**src/rtl/hb_pkg.sv**
```systemverilog
// Shared types for the host bus bridge.
package hb_pkg;
    // Active host bus style; the numeric codes are visible on host_mode.
    typedef enum logic [1:0] {
        HB_INTEL = 2'd0,
        HB_MOTO  = 2'd1,
        HB_MUX   = 2'd2,
        HB_SER   = 2'd3
    } hb_mode_e;
endpackage

```
**src/rtl/hb_sync.sv**
```systemverilog
// Two-flop synchronizer for a vector of independent asynchronous pins.
// Assumes each bit is sampled on its own; the bits are not treated as a coherent bus.
module hb_sync #(
    parameter int             W       = 1,
    parameter logic [W-1:0]   RST_VAL = '0
) (
    input  logic         clk,
    input  logic         rst_n,
    input  logic [W-1:0] d,
    output logic [W-1:0] q
);
    logic [W-1:0] meta_q;

    // Two-stage resample into the core clock domain.
    always_ff @(posedge clk) begin
        if (!rst_n) begin
            meta_q <= RST_VAL;
            q      <= RST_VAL;
        end else begin
            meta_q <= d;
            q      <= meta_q;
        end
    end
endmodule

```
**src/rtl/hb_mode_detect.sv**
```systemverilog
// Decides the active host bus style and reports edges of the shared pin.
// Assumes synchronized inputs. Edges are ignored for three cycles after reset,
// so a shared pin that is high at reset cannot look like an edge.
module hb_mode_detect
    import hb_pkg::*;
(
    input  logic     clk,
    input  logic     rst_n,
    input  logic     shr_s,
    input  logic     msel_s,
    output hb_mode_e mode,
    output logic     shr_rise,
    output logic     shr_fall
);
    logic       shr_prev_q;
    logic [1:0] arm_q;
    logic [1:0] lock_q;
    logic       armed;

    assign armed    = (arm_q == 2'd3);
    assign shr_rise = armed &  shr_s & ~shr_prev_q;
    assign shr_fall = armed & ~shr_s &  shr_prev_q;
    assign mode     = lock_q[1] ? hb_mode_e'(lock_q) : (msel_s ? HB_MOTO : HB_INTEL);

    // Keep the previous shared-pin level for edge detection.
    always_ff @(posedge clk) begin
        if (!rst_n) shr_prev_q <= 1'b0;
        else        shr_prev_q <= shr_s;
    end

    // Count the settling cycles after reset before edges are trusted.
    always_ff @(posedge clk) begin
        if (!rst_n)      arm_q <= 2'd0;
        else if (!armed) arm_q <= arm_q + 2'd1;
    end

    // Sticky lock: the first edge picks mux or serial; only reset clears it.
    always_ff @(posedge clk) begin
        if (!rst_n)
            lock_q <= 2'b00;
        else if (!lock_q[1] && (shr_rise || shr_fall))
            lock_q <= {1'b1, msel_s};
    end

    AST_LOCK_STICKY: assert property (@(posedge clk) disable iff (!rst_n)
        lock_q[1] |=> (lock_q == $past(lock_q)));
    AST_LOCK_ON_EDGE: assert property (@(posedge clk) disable iff (!rst_n)
        (!lock_q[1] && (shr_rise || shr_fall)) |=> (lock_q == {1'b1, $past(msel_s)}));
endmodule

```
**src/rtl/hb_par_decode.sv**
```systemverilog
// Turns the three parallel bus styles into register port strobes.
// Assumes synchronized control pins, and address/data pins that stay stable
// while a strobe is active and for three cycles after ALE falls.
module hb_par_decode
    import hb_pkg::*;
#(
    parameter int ADDR_W = 7,
    parameter int DATA_W = 8
) (
    input  logic              clk,
    input  logic              rst_n,
    input  logic              en,
    input  hb_mode_e          mode,
    input  logic              cs_s,
    input  logic              wr_s,
    input  logic              rd_s,
    input  logic              ale_fall,
    input  logic [ADDR_W-1:0] addr_pins,
    input  logic [DATA_W-1:0] data_pins,
    input  logic [DATA_W-1:0] rdata,
    output logic              we,
    output logic              re,
    output logic [ADDR_W-1:0] addr,
    output logic [DATA_W-1:0] wdata,
    output logic [DATA_W-1:0] dout,
    output logic              doe
);
    logic              act_wr, act_rd;
    logic              act_wr_q, act_rd_q;
    logic [ADDR_W-1:0] lat_addr_q;
    logic [DATA_W-1:0] rd_data_q;

    // Decode the active write and read conditions for the current style.
    always_comb begin
        act_wr = 1'b0;
        act_rd = 1'b0;
        if (en && !cs_s) begin
            if (mode == HB_MOTO) begin
                act_wr = !rd_s && !wr_s;
                act_rd = !rd_s &&  wr_s;
            end else begin
                act_wr = !wr_s;
                act_rd = !rd_s;
            end
        end
    end

    assign we    = act_wr & ~act_wr_q;
    assign re    = act_rd & ~act_rd_q;
    assign addr  = (mode == HB_MUX) ? lat_addr_q : addr_pins;
    assign wdata = data_pins;
    assign dout  = rd_data_q;
    assign doe   = act_rd_q;

    // Remember strobe activity to form one pulse per host cycle.
    always_ff @(posedge clk) begin
        if (!rst_n) begin
            act_wr_q <= 1'b0;
            act_rd_q <= 1'b0;
        end else begin
            act_wr_q <= act_wr;
            act_rd_q <= act_rd;
        end
    end

    // Capture the multiplexed address when ALE falls.
    always_ff @(posedge clk) begin
        if (!rst_n)                          lat_addr_q <= '0;
        else if (mode == HB_MUX && ale_fall) lat_addr_q <= data_pins[ADDR_W-1:0];
    end

    // Hold the returned byte for the whole read strobe.
    always_ff @(posedge clk) begin
        if (!rst_n)  rd_data_q <= '0;
        else if (re) rd_data_q <= rdata;
    end

    AST_WE_SINGLE: assert property (@(posedge clk) disable iff (!rst_n)
        we |=> !we);
    AST_RE_SINGLE: assert property (@(posedge clk) disable iff (!rst_n)
        re |=> !re);
    AST_OE_HOLDS_DATA: assert property (@(posedge clk) disable iff (!rst_n)
        (doe && $past(doe)) |-> $stable(dout));
endmodule

```
**src/rtl/hb_ser_decode.sv**
```systemverilog
// Serial frame decoder: a direction bit, an address and data, all MSB first.
// Samples input on rising clock edges and shifts output on falling edges.
// Chip select high clears the frame. Assumes synchronized pins.
module hb_ser_decode #(
    parameter int ADDR_W = 7,
    parameter int DATA_W = 8
) (
    input  logic              clk,
    input  logic              rst_n,
    input  logic              en,
    input  logic              cs_s,
    input  logic              sdi_s,
    input  logic              sck_rise,
    input  logic              sck_fall,
    input  logic [DATA_W-1:0] rdata,
    output logic              we,
    output logic              re,
    output logic [ADDR_W-1:0] addr,
    output logic [DATA_W-1:0] wdata,
    output logic              sdo
);
    localparam int HDR_N   = 1 + ADDR_W;
    localparam int FRAME_W = HDR_N + DATA_W;
    localparam int CNT_W   = $clog2(FRAME_W + 1);
    localparam logic [CNT_W-1:0] HDR_LAST = CNT_W'(HDR_N - 1);
    localparam logic [CNT_W-1:0] FRM_LAST = CNT_W'(FRAME_W - 1);
    localparam logic [CNT_W-1:0] HDR_CNT  = CNT_W'(HDR_N);
    localparam logic [CNT_W-1:0] FRM_CNT  = CNT_W'(FRAME_W);

    logic              go;
    logic [CNT_W-1:0]  cnt_q;
    logic [FRAME_W-2:0] sr_q;
    logic [DATA_W-1:0] tx_q;
    logic              rd_frame_q;
    logic              sdo_q;
    logic              at_hdr, at_end;

    assign go     = en & ~cs_s;
    assign at_hdr = go && sck_rise && (cnt_q == HDR_LAST);
    assign at_end = go && sck_rise && (cnt_q == FRM_LAST);
    assign re     = at_hdr &  sr_q[HDR_N-2];
    assign we     = at_end & ~sr_q[FRAME_W-2];
    assign addr   = (cnt_q == HDR_LAST) ? {sr_q[ADDR_W-2:0], sdi_s}
                                        : sr_q[FRAME_W-3:DATA_W-1];
    assign wdata  = {sr_q[DATA_W-2:0], sdi_s};
    assign sdo    = sdo_q;

    // Count and shift in the frame bits; chip select high restarts the frame.
    always_ff @(posedge clk) begin
        if (!rst_n || !go) begin
            cnt_q <= '0;
            sr_q  <= '0;
        end else if (sck_rise && cnt_q < FRM_CNT) begin
            cnt_q <= cnt_q + 1'b1;
            sr_q  <= {sr_q[FRAME_W-3:0], sdi_s};
        end
    end

    // Load the read byte and shift it out on falling serial clock edges.
    always_ff @(posedge clk) begin
        if (!rst_n || !go) begin
            tx_q       <= '0;
            rd_frame_q <= 1'b0;
            sdo_q      <= 1'b0;
        end else if (re) begin
            tx_q       <= rdata;
            rd_frame_q <= 1'b1;
        end else if (sck_fall && rd_frame_q && cnt_q >= HDR_CNT && cnt_q < FRM_CNT) begin
            sdo_q <= tx_q[DATA_W-1];
            tx_q  <= {tx_q[DATA_W-2:0], 1'b0};
        end
    end

    AST_CNT_BOUND: assert property (@(posedge clk) disable iff (!rst_n)
        cnt_q <= FRM_CNT);
    AST_ABORT_CLEARS: assert property (@(posedge clk) disable iff (!rst_n)
        cs_s |=> (cnt_q == '0));
    AST_SER_ONE_STROBE: assert property (@(posedge clk) disable iff (!rst_n)
        !(we && re));
endmodule

```
**src/rtl/host_bus_bridge.sv**
```systemverilog
// Top level of the multi-mode host bus bridge. It synchronizes the host pins,
// settles the bus style, and merges the parallel and serial decoders onto
// one register port. Assumes the register file answers reads in the strobe cycle.
module host_bus_bridge
    import hb_pkg::*;
#(
    parameter int ADDR_W = 7,
    parameter int DATA_W = 8
) (
    input  logic              clk,
    input  logic              rst_n,
    input  logic              host_en,
    input  logic              bus_cs_n,
    input  logic              bus_wr_n,
    input  logic              bus_rd_n,
    input  logic              bus_ale_sclk,
    input  logic              bus_msel,
    input  logic [ADDR_W-1:0] bus_addr,
    input  logic [DATA_W-1:0] bus_din,
    output logic [DATA_W-1:0] bus_dout,
    output logic              bus_doe,
    input  logic              ser_din,
    output logic              ser_dout,
    output logic [1:0]        host_mode,
    output logic [ADDR_W-1:0] reg_addr,
    output logic [DATA_W-1:0] reg_wdata,
    output logic              reg_we,
    output logic              reg_re,
    input  logic [DATA_W-1:0] reg_rdata
);
    localparam int NSYNC = 6;
    localparam logic [NSYNC-1:0] SYNC_RST = 6'b111_000;

    logic [NSYNC-1:0] pins_s;
    logic             cs_s, wr_s, rd_s, shr_s, msel_s, sdi_s;
    hb_mode_e         mode;
    logic             shr_rise, shr_fall;
    logic             p_we, p_re, s_we, s_re;
    logic [ADDR_W-1:0] p_addr, s_addr;
    logic [DATA_W-1:0] p_wdata, s_wdata;
    logic             ser_sel;

    hb_sync #(.W(NSYNC), .RST_VAL(SYNC_RST)) u_sync (
        .clk   (clk),
        .rst_n (rst_n),
        .d     ({bus_cs_n, bus_wr_n, bus_rd_n, bus_ale_sclk, bus_msel, ser_din}),
        .q     (pins_s)
    );
    assign {cs_s, wr_s, rd_s, shr_s, msel_s, sdi_s} = pins_s;

    hb_mode_detect u_mode (
        .clk      (clk),
        .rst_n    (rst_n),
        .shr_s    (shr_s),
        .msel_s   (msel_s),
        .mode     (mode),
        .shr_rise (shr_rise),
        .shr_fall (shr_fall)
    );

    assign ser_sel = (mode == HB_SER);

    hb_par_decode #(.ADDR_W(ADDR_W), .DATA_W(DATA_W)) u_par (
        .clk       (clk),
        .rst_n     (rst_n),
        .en        (host_en & ~ser_sel),
        .mode      (mode),
        .cs_s      (cs_s),
        .wr_s      (wr_s),
        .rd_s      (rd_s),
        .ale_fall  (shr_fall),
        .addr_pins (bus_addr),
        .data_pins (bus_din),
        .rdata     (reg_rdata),
        .we        (p_we),
        .re        (p_re),
        .addr      (p_addr),
        .wdata     (p_wdata),
        .dout      (bus_dout),
        .doe       (bus_doe)
    );

    hb_ser_decode #(.ADDR_W(ADDR_W), .DATA_W(DATA_W)) u_ser (
        .clk      (clk),
        .rst_n    (rst_n),
        .en       (host_en & ser_sel),
        .cs_s     (cs_s),
        .sdi_s    (sdi_s),
        .sck_rise (shr_rise),
        .sck_fall (shr_fall),
        .rdata    (reg_rdata),
        .we       (s_we),
        .re       (s_re),
        .addr     (s_addr),
        .wdata    (s_wdata),
        .sdo      (ser_dout)
    );

    assign host_mode = mode;
    assign reg_we    = p_we | s_we;
    assign reg_re    = p_re | s_re;
    assign reg_addr  = ser_sel ? s_addr  : p_addr;
    assign reg_wdata = ser_sel ? s_wdata : p_wdata;

    AST_NO_DUAL_STROBE: assert property (@(posedge clk) disable iff (!rst_n)
        !(reg_we && reg_re));
    AST_OE_PARALLEL_ONLY: assert property (@(posedge clk) disable iff (!rst_n)
        bus_doe |-> ($past(host_mode) != 2'd3));
    AST_IDLE_WHEN_OFF: assert property (@(posedge clk) disable iff (!rst_n)
        (!host_en && !$past(host_en)) |-> (!reg_we && !reg_re));
endmodule

```
**config.mk**
```make
export PLATFORM = sky130hd
export DESIGN_NAME = host_bus_bridge
export DESIGN_NICKNAME = d
export VERILOG_FILES = /design/src/rtl/hb_pkg.sv /design/src/rtl/hb_sync.sv /design/src/rtl/hb_mode_detect.sv /design/src/rtl/hb_par_decode.sv /design/src/rtl/hb_ser_decode.sv /design/src/rtl/host_bus_bridge.sv
export SDC_FILE = /design/constraint.sdc
export NUM_CORES = 1
export LEC_CHECK = 0
export ABC_AREA = 1
export BUFFER_PORTS_ARGS = -buffer_cell sky130_fd_sc_hd__clkbuf_2
export CORE_ASPECT_RATIO = 1.4
export CORE_MARGIN = 3
export CORE_UTILIZATION = 55
export CTS_CLUSTER_DIAMETER = 50
export DETAILED_ROUTE_END_ITERATION = 8
export PLACE_DENSITY = 0.81
export SKIP_CTS_REPAIR_TIMING = 1
export SYNTH_ARGS = -nofsm -noshare
export SYNTH_HDL_FRONTEND = slang
export SYNTH_SLANG_ARGS = --single-unit
```
**constraint.sdc**
```tcl
create_clock -name clk -period 2.4 [get_ports clk]
set_input_delay 0.48 -clock clk [delete_from_list [all_inputs] [get_ports clk]]
set_output_delay 0.48 -clock clk [all_outputs]
set_load 0.03 [all_outputs]
```
==> reports/summary.txt, run 1 <==
Hold Fails Final Rpt: 0
Final HPWL DP: 4540 um
Mux share of post-synthesis cell area: 0%
Critical-path top delay cell: dfxtp_1
Max clock buf depth: 2
Vias in the first global route: 2569
Final Setup Violations: 0
Die Wd: 66.1 um
1st-pass router iterations: 4
Critical path class: reg2out
Slew margin rel.: 69.9%
Synth Area in Adders: 1.35%
# fillers: 432
Critical Path Sink Type: primary output
Static Leak: 0.00154 uW
Nets: 465
Largest net degree at the start of global routing: 23
DRT iter0 DRCs: 144
CTS tree: yes
Sequential-to-total area share from yosys stat: 46.1%
CP Launch Type: flop
Final period utilization: 95.2%
Post-synth cell types: 30
Main combinational cell family by area after synthesis: simple AND/OR/NAND/NOR gates
CP arrival: 1.80 ns
CP top delay family: simple AND/OR/NAND/NOR gates
Compound-Gate Fraction of Synth Area: 14.6%
Final Cell Area: 3400 sq um
Initial antenna violation count: 0
Commonest non-fill, non-tap cells in the layout: dfxtp_1 (62), nand2_1 (59), clkbuf_2 (58)
Initial core utilization: 57.0%
Synth warn: 0
Pint: 1850 uW
Core area: 4880 sq um
I/O pin cnt: 61
Total vias in the final route: 2592
Post-DRT Antenna Nets: 0
Worst Hold Class: in2reg
Synthesized net count: 402
Wirelength per Cell: 13.0 um
Outcome: complete, no violations
Pwr Density: 700 nW/um^2
Commonest non-fill, non-tap cell in the layout: dfxtp_1
Clk sinks: 64
Remaining Overflow, GRT: 0
CTS Buf Count: 9
Final max-slew violation count: 0
# rows: 30
VDD IR max: 0.420 mV
Cell count after synthesis: 367
Clk Latency, worst-skew pair: 0.34 ns
H-tree depth: 3
First-pass GRT wire length: 10800 um
Switching part of the total: 22.1%
Crit path cell chain: ha_2 -> nand2_1 -> inv_1 -> nand2_4 -> nor2_4 -> nand2_4 -> nand2_1 -> clkbuf_2
Post-DR vias/cell: 5.19
I/O Buffers: 60
Inserted Diodes: 0
Area contributors post-synth: dfxtp_1 (46%), nand2_1 (8.1%), nand3_1 (6.5%)
Cells after DPL: 482
Peak Freq: 0.438 GHz
Share of cells above drive strength 1: 25.1%
RSZ-0062 raised after global routing: false
Seq cells post-synth: 64
Simple-gate area share of the yosys netlist: 29.7%
Peak fanout along the critical path: 10
Synthesis-to-layout area growth: 22.4%
Sequential power share: 45.8%
Synthesized area per cell: 7.58 sq um
Max stage delay on crit path: 0.36 ns
Routed WL: 6480 um
GP Congestion: 0.823
Max-cap viol count: 0
Largest area contributor in the netlist: dfxtp_1
Root buffer cell: clkbuf_8
WP data required: 1.92 ns
NetSw: 527 uW
Clock Power Share: 48.2%
Slew @ Worst Pin: 0.450 ns
Worst Clk Skew: 0.00986 ns
Clk slew on worst S/H paths: 0.07 ns
Post-DP Area: 3120 sq um
Final std cells w/o fill: 499
Die Y: 90.1 um
Combinational Power Share: 6.1%
Worst Path Buf+Inv: 2
Post-synthesis xor/xnor area fraction: 0%
Gr usage total: 22.8%
Share of the synthesized area in the top cell type: 46.1%
Fin crit period: 2.28 ns
Die area: 5960 sq um
# DRC: 0
Mapped Area: 2780 sq um
cell usage after synthesis, drive strengths merged:
cell	n
buf	6
nand2	65
o21ai	39
nand3	38
dfxtp	64
o211ai	6
a22oi	1
inv	41
clkinv	3
nand4	8
ha	3
a211oi	1
nor2	50
or2	6
o22ai	1
clkbuf	5
a21oi	29
nor3	1
cells by family (layout without fill, tap and decap cells):
| family | Yosys count | after routing |
|---|---|---|
| compound gates | 77 | 77 |
| simple gates | 168 | 168 |
| flops | 64 | 64 |
| buf+inv | 55 | 123 |
| fa+ha+maj | 3 | 3 |
layout make-up:
cell class | instances | area, sq um | area share, %
Clock buffer | 10 | 138 | 4.04
Sequential cell | 64 | 1280 | 37.7
Inverter | 44 | 174 | 5.11
Timing Repair Buffer | 62 | 318 | 9.34
Tap cell | 64 | 80.1 | 2.35
Multi-Input combinational cell | 248 | 1290 | 37.9
Clock inverter | 6 | 114 | 3.35
Timing Repair inverter | 1 | 7.51 | 0.221
sequential cells by signal, summed over array words and instances (netlist names):
signal             flops
u_ser.rd_frame_q       1
u_sync.meta_q          6
u_mode.shr_prev_q      1
u_par.doe              1
u_par.dout             8
u_ser.tx_q             8
u_sync.q               6
u_par.lat_addr_q       7
u_mode.lock_q          2
u_ser.cnt_q            5
u_mode.arm_q           2
u_ser.sr_q            15
u_ser.sdo              1
u_par.act_wr_q         1
worst reg2reg max path: cells and delay by family (launching register included):
kind	cells	cell delay, ns
and+or+nand+nor	4	0.59
buffers and inverters	2	0.42
adders and majority gates	1	0.27
DFF	1	0.33
layer usage:
| metal | share of wire (%) | GRT usage (%) | wire length, um | vias up |
|---|---|---|---|---|
| met4 | 1.8 | 9.15 | 114 | 0 |
| met5 | 0 | 0 | 0 | - |
| met2 | 53 | 40.1 | 3420 | 69 |
| met1 | 41 | 26.4 | 2630 | 1175 |
| li1 | - | - | - | 1336 |
| met3 | 4.9 | 4.25 | 316 | 12 |
worst paths after layout:
kind | endpoint | from | cells after the start | slack (ns)
max | reg_re | u_ser.cnt_q[1] | 8 | 0.12
min | u_sync.meta_q[2] | bus_ale_sclk | 3 | 0.32
max reg2reg | u_par.lat_addr_q[5] | u_mode.arm_q[0] | 7 | 0.67
min reg2reg | u_sync.q[5] | u_sync.meta_q[5] | 1 | 0.42
stage by stage:
stage	util (%)	hold WS (ns)	power, uW	setup TNS [ns]	setup slack, ns
global placement	63.9	0.394	1250	0	0.366
CTS	69.1	0.312	2400	-0.227	-0.0532
floorplan	-	0.390	1200	0	0.373
detailed placement	63.9	0.404	1260	0	0.347
global route	69.7	0.317	2460	0	0.000919
finish	69.7	0.321	2380	0	0.115
power groups by stage:
stage | registers [uW] | clock network [uW] | logic (uW)
finish | 1090 | 1150 | 144
floorplan | 1110 | 0 | 87.3
global placement | 1110 | 0 | 139
global route | 1090 | 1210 | 159
CTS | 1090 | 1170 | 144
detailed placement | 1110 | 0 | 143
Power figures use the tool's default switching activity.
==> inputs of run 2 (changes only) <==
- BUFFER_PORTS_ARGS: -buffer_cell sky130_fd_sc_hd__clkbuf_2 -> not set
- CORE_UTILIZATION: 55 -> 35
- DONT_BUFFER_PORTS: not set -> 1
- PLACE_DENSITY: 0.81 -> not set
==> run 2 against run 1 <==
Critical path depth fell by 1. Sequential power is essentially flat. Global-route usage down 7.6 points. Fmax is 0.48% higher. Total power down 3.2%. Final cell count fell by 2.6%. First-iteration DRC count fell by 54%. Critical path type unchanged. Critical endpoint is now reg_addr[1].
==> reports/summary.txt, run 2 (same netlist as run 1, synthesis figures left out) <==
Clk Latency, worst-skew pair: 0.34 ns (about the same)
Wirelength per Cell: 13.5 um (was 13.0 um)
Static Leak: 0.00137 uW (was 0.00154 uW)
# fillers: 764 (was 432)
Slew margin rel.: 67.8% (was 69.9%)
# DRC: 0 (unchanged)
Register area: 1280 sq um (about the same)
CP Launch Type: flop (unchanged)
Area occupied by multi-input gates: 1320 sq um (was 1290 sq um)
GP Congestion: 0.782 (was 0.823)
Inserted Diodes: 0 (unchanged)
Fin crit period: 2.27 ns (was 2.28 ns)
Critical Path Sink Type: primary output (unchanged)
WHS Path Cells: 2 (was 3)
Synthesis-to-layout area growth: 17.2% (was 22.4%)
Share of cells above drive strength 1: 18.0% (was 25.1%)
Max stage delay on crit path: 0.33 ns (was 0.36 ns)
R2r setup slk: 0.77 ns (was 0.67 ns)
Nets: 419 (was 465)
CP top delay family: simple AND/OR/NAND/NOR gates (unchanged)
Largest net degree at the start of global routing: 26 (was 23)
DRT iter0 DRCs: 66 (was 144)
I/O pin cnt: 61 (unchanged)
Fin util: 43.2% (was 69.7%)
Initial core utilization: 36.8% (was 57.0%)
Max clock buf depth: 2 (unchanged)
Slew @ Worst Pin: 0.482 ns (was 0.450 ns)
CTS tree: yes (unchanged)
Max-cap viol count: 0 (unchanged)
Die area: 9060 sq um (was 5960 sq um)
Commonest non-fill, non-tap cell in the layout: dfxtp_1 (unchanged)
Fin Hold WS: 0.241 ns (was 0.321 ns)
WP data required: 1.92 ns (about the same)
Worst Hold Class: in2reg (unchanged)
Worst Clk Skew: 0.0132 ns (was 0.00986 ns)
CP arrival: 1.79 ns (was 1.80 ns)
Post-DRT Antenna Nets: 0 (unchanged)
Hold_sp: bus_ale_sclk (unchanged)
Hold Fails Final Rpt: 0 (unchanged)
First-pass GRT wire length: 10800 um (about the same)
Clk sinks: 64 (unchanged)
R2r startpoint: u_mode.arm_q[0] (unchanged)
Final period utilization: 94.7% (was 95.2%)
H-tree depth: 3 (unchanged)
Peak Freq: 0.440 GHz (was 0.438 GHz)
Vias in the first global route: 2293 (was 2569)
Hold endpoint: u_sync.meta_q[2] (unchanged)
Remaining Overflow, GRT: 0 (unchanged)
Worst Path Buf+Inv: 2 (unchanged)
Final HPWL DP: 4570 um (was 4540 um)
Commonest non-fill, non-tap cells in the layout: dfxtp_1 (63), nand2_1 (57), nor2_1 (43) (was dfxtp_1 (62), nand2_1 (59), clkbuf_2 (58))
Critical path class: reg2out (unchanged)
Pwr Density: 707 nW/um^2 (was 700 nW/um^2)
Biggest register: u_ser.sr_q (unchanged)
I/O Buffers: 0 (was 60)
Post-DR vias/cell: 4.93 (was 5.19)
CTS Buf Count: 9 (unchanged)
Critical-path top delay cell: dfxtp_2 (was dfxtp_1)
Worst Reg-to-Reg Cells: 7 (unchanged)
Total vias in the final route: 2394 (was 2592)
RR Endpoint: u_par.lat_addr_q[3] (was u_par.lat_addr_q[5])
Peak fanout along the critical path: 7 (was 10)
1st-pass router iterations: 4 (unchanged)
VDD IR max: 0.299 mV (was 0.420 mV)
Clk slew on worst S/H paths: 0.07 ns (about the same)
Routed WL: 6560 um (was 6480 um)
Outcome: complete, no violations (unchanged)
Initial antenna violation count: 0 (unchanged)
Die Y: 111 um (was 90.1 um)
Final max-slew violation count: 0 (unchanged)
Final Setup Violations: 0 (unchanged)
Core area: 7550 sq um (was 4880 sq um)
# rows: 37 (was 30)
Gr usage total: 15.3% (was 22.8%)
Flip-flop count of the largest register after layout: 15 (unchanged)
Die Wd: 81.3 um (was 66.1 um)
Crit path cell chain: ha_2 -> nand2_2 -> inv_1 -> nand2_4 -> clkinvlp_4 -> o211ai_1 -> nand3_2 (was ha_2 -> nand2_1 -> inv_1 -> nand2_4 -> nor2_4 -> nand2_4 -> nand2_1 -> clkbuf_2)
Root buffer cell: clkbuf_8 (unchanged)
-- run 2: worst max path at each step --
stage	start	cells past startpoint	slack [ns]	to
final	u_ser.cnt_q[0]	7	0.13	reg_addr[1]
after global routing	u_ser.cnt_q[0]	7	-0.005	reg_addr[1]
after CTS	u_ser.cnt_q[1]	8	-0.11	reg_addr[6]
after detailed placement	u_ser.cnt_q[0]	8	0.28	reg_addr[6]
after global placement	u_ser.cnt_q[0]	8	0.34	reg_addr[6]
after floorplan	u_ser.cnt_q[0]	7	0.37	reg_addr[6]
-- run 2: metrics by stage --
stage	std cells	power (uW)	setup WS, ns	area (sq um)	setup TNS (ns)
2_1_floorplan	367	1200	0.373	2780	0
3_3_place_gp	467	1220	0.342	2950	0
3_5_place_dp	467	1220	0.280	2950	0
4_1_cts	483	2340	-0.110	3180	-0.300
5_1_grt	486	2390	-0.00541	3260	-0.00541
6_report	486	2300	0.126	3260	0
-- run 2: layout make-up --
class / instances / area share, %
Multi-Input combinational cell: 248 / 40.5
Sequential cell: 64 / 39.3
Inverter: 44 / 5.34
Clock buffer: 10 / 3.92
Tap cell: 97 / 3.72
Timing Repair Buffer: 16 / 3.69
Clock inverter: 6 / 3.30
Timing Repair inverter: 1 / 0.230
-- run 2: per-layer routing --
metal	track usage, %	routed length (um)
met1	18.9	2880
met5	0	0
met3	3.88	325
met4	7.22	128
met2	24.3	3230
-- run 2: worst reg2reg max path, cell delays in order (launching register included) --
cell      delay [ns]
dfxtp_1         0.33
ha_2            0.22
nand3_1         0.11
clkinv_1        0.31
nand2_2         0.29
inv_2           0.11
nor2_1          0.11
nor2_1          0.05
-- run 2: power by group --
part / switching (uW) / internal (uW) / leakage (uW) / total, uW
clock network: 413 / 686 / 0.000116 / 1100
logic: 75.9 / 38.1 / 0.000732 / 114
registers: 10.4 / 1080 / 0.000519 / 1090
total: 500 / 1800 / 0.00137 / 2300
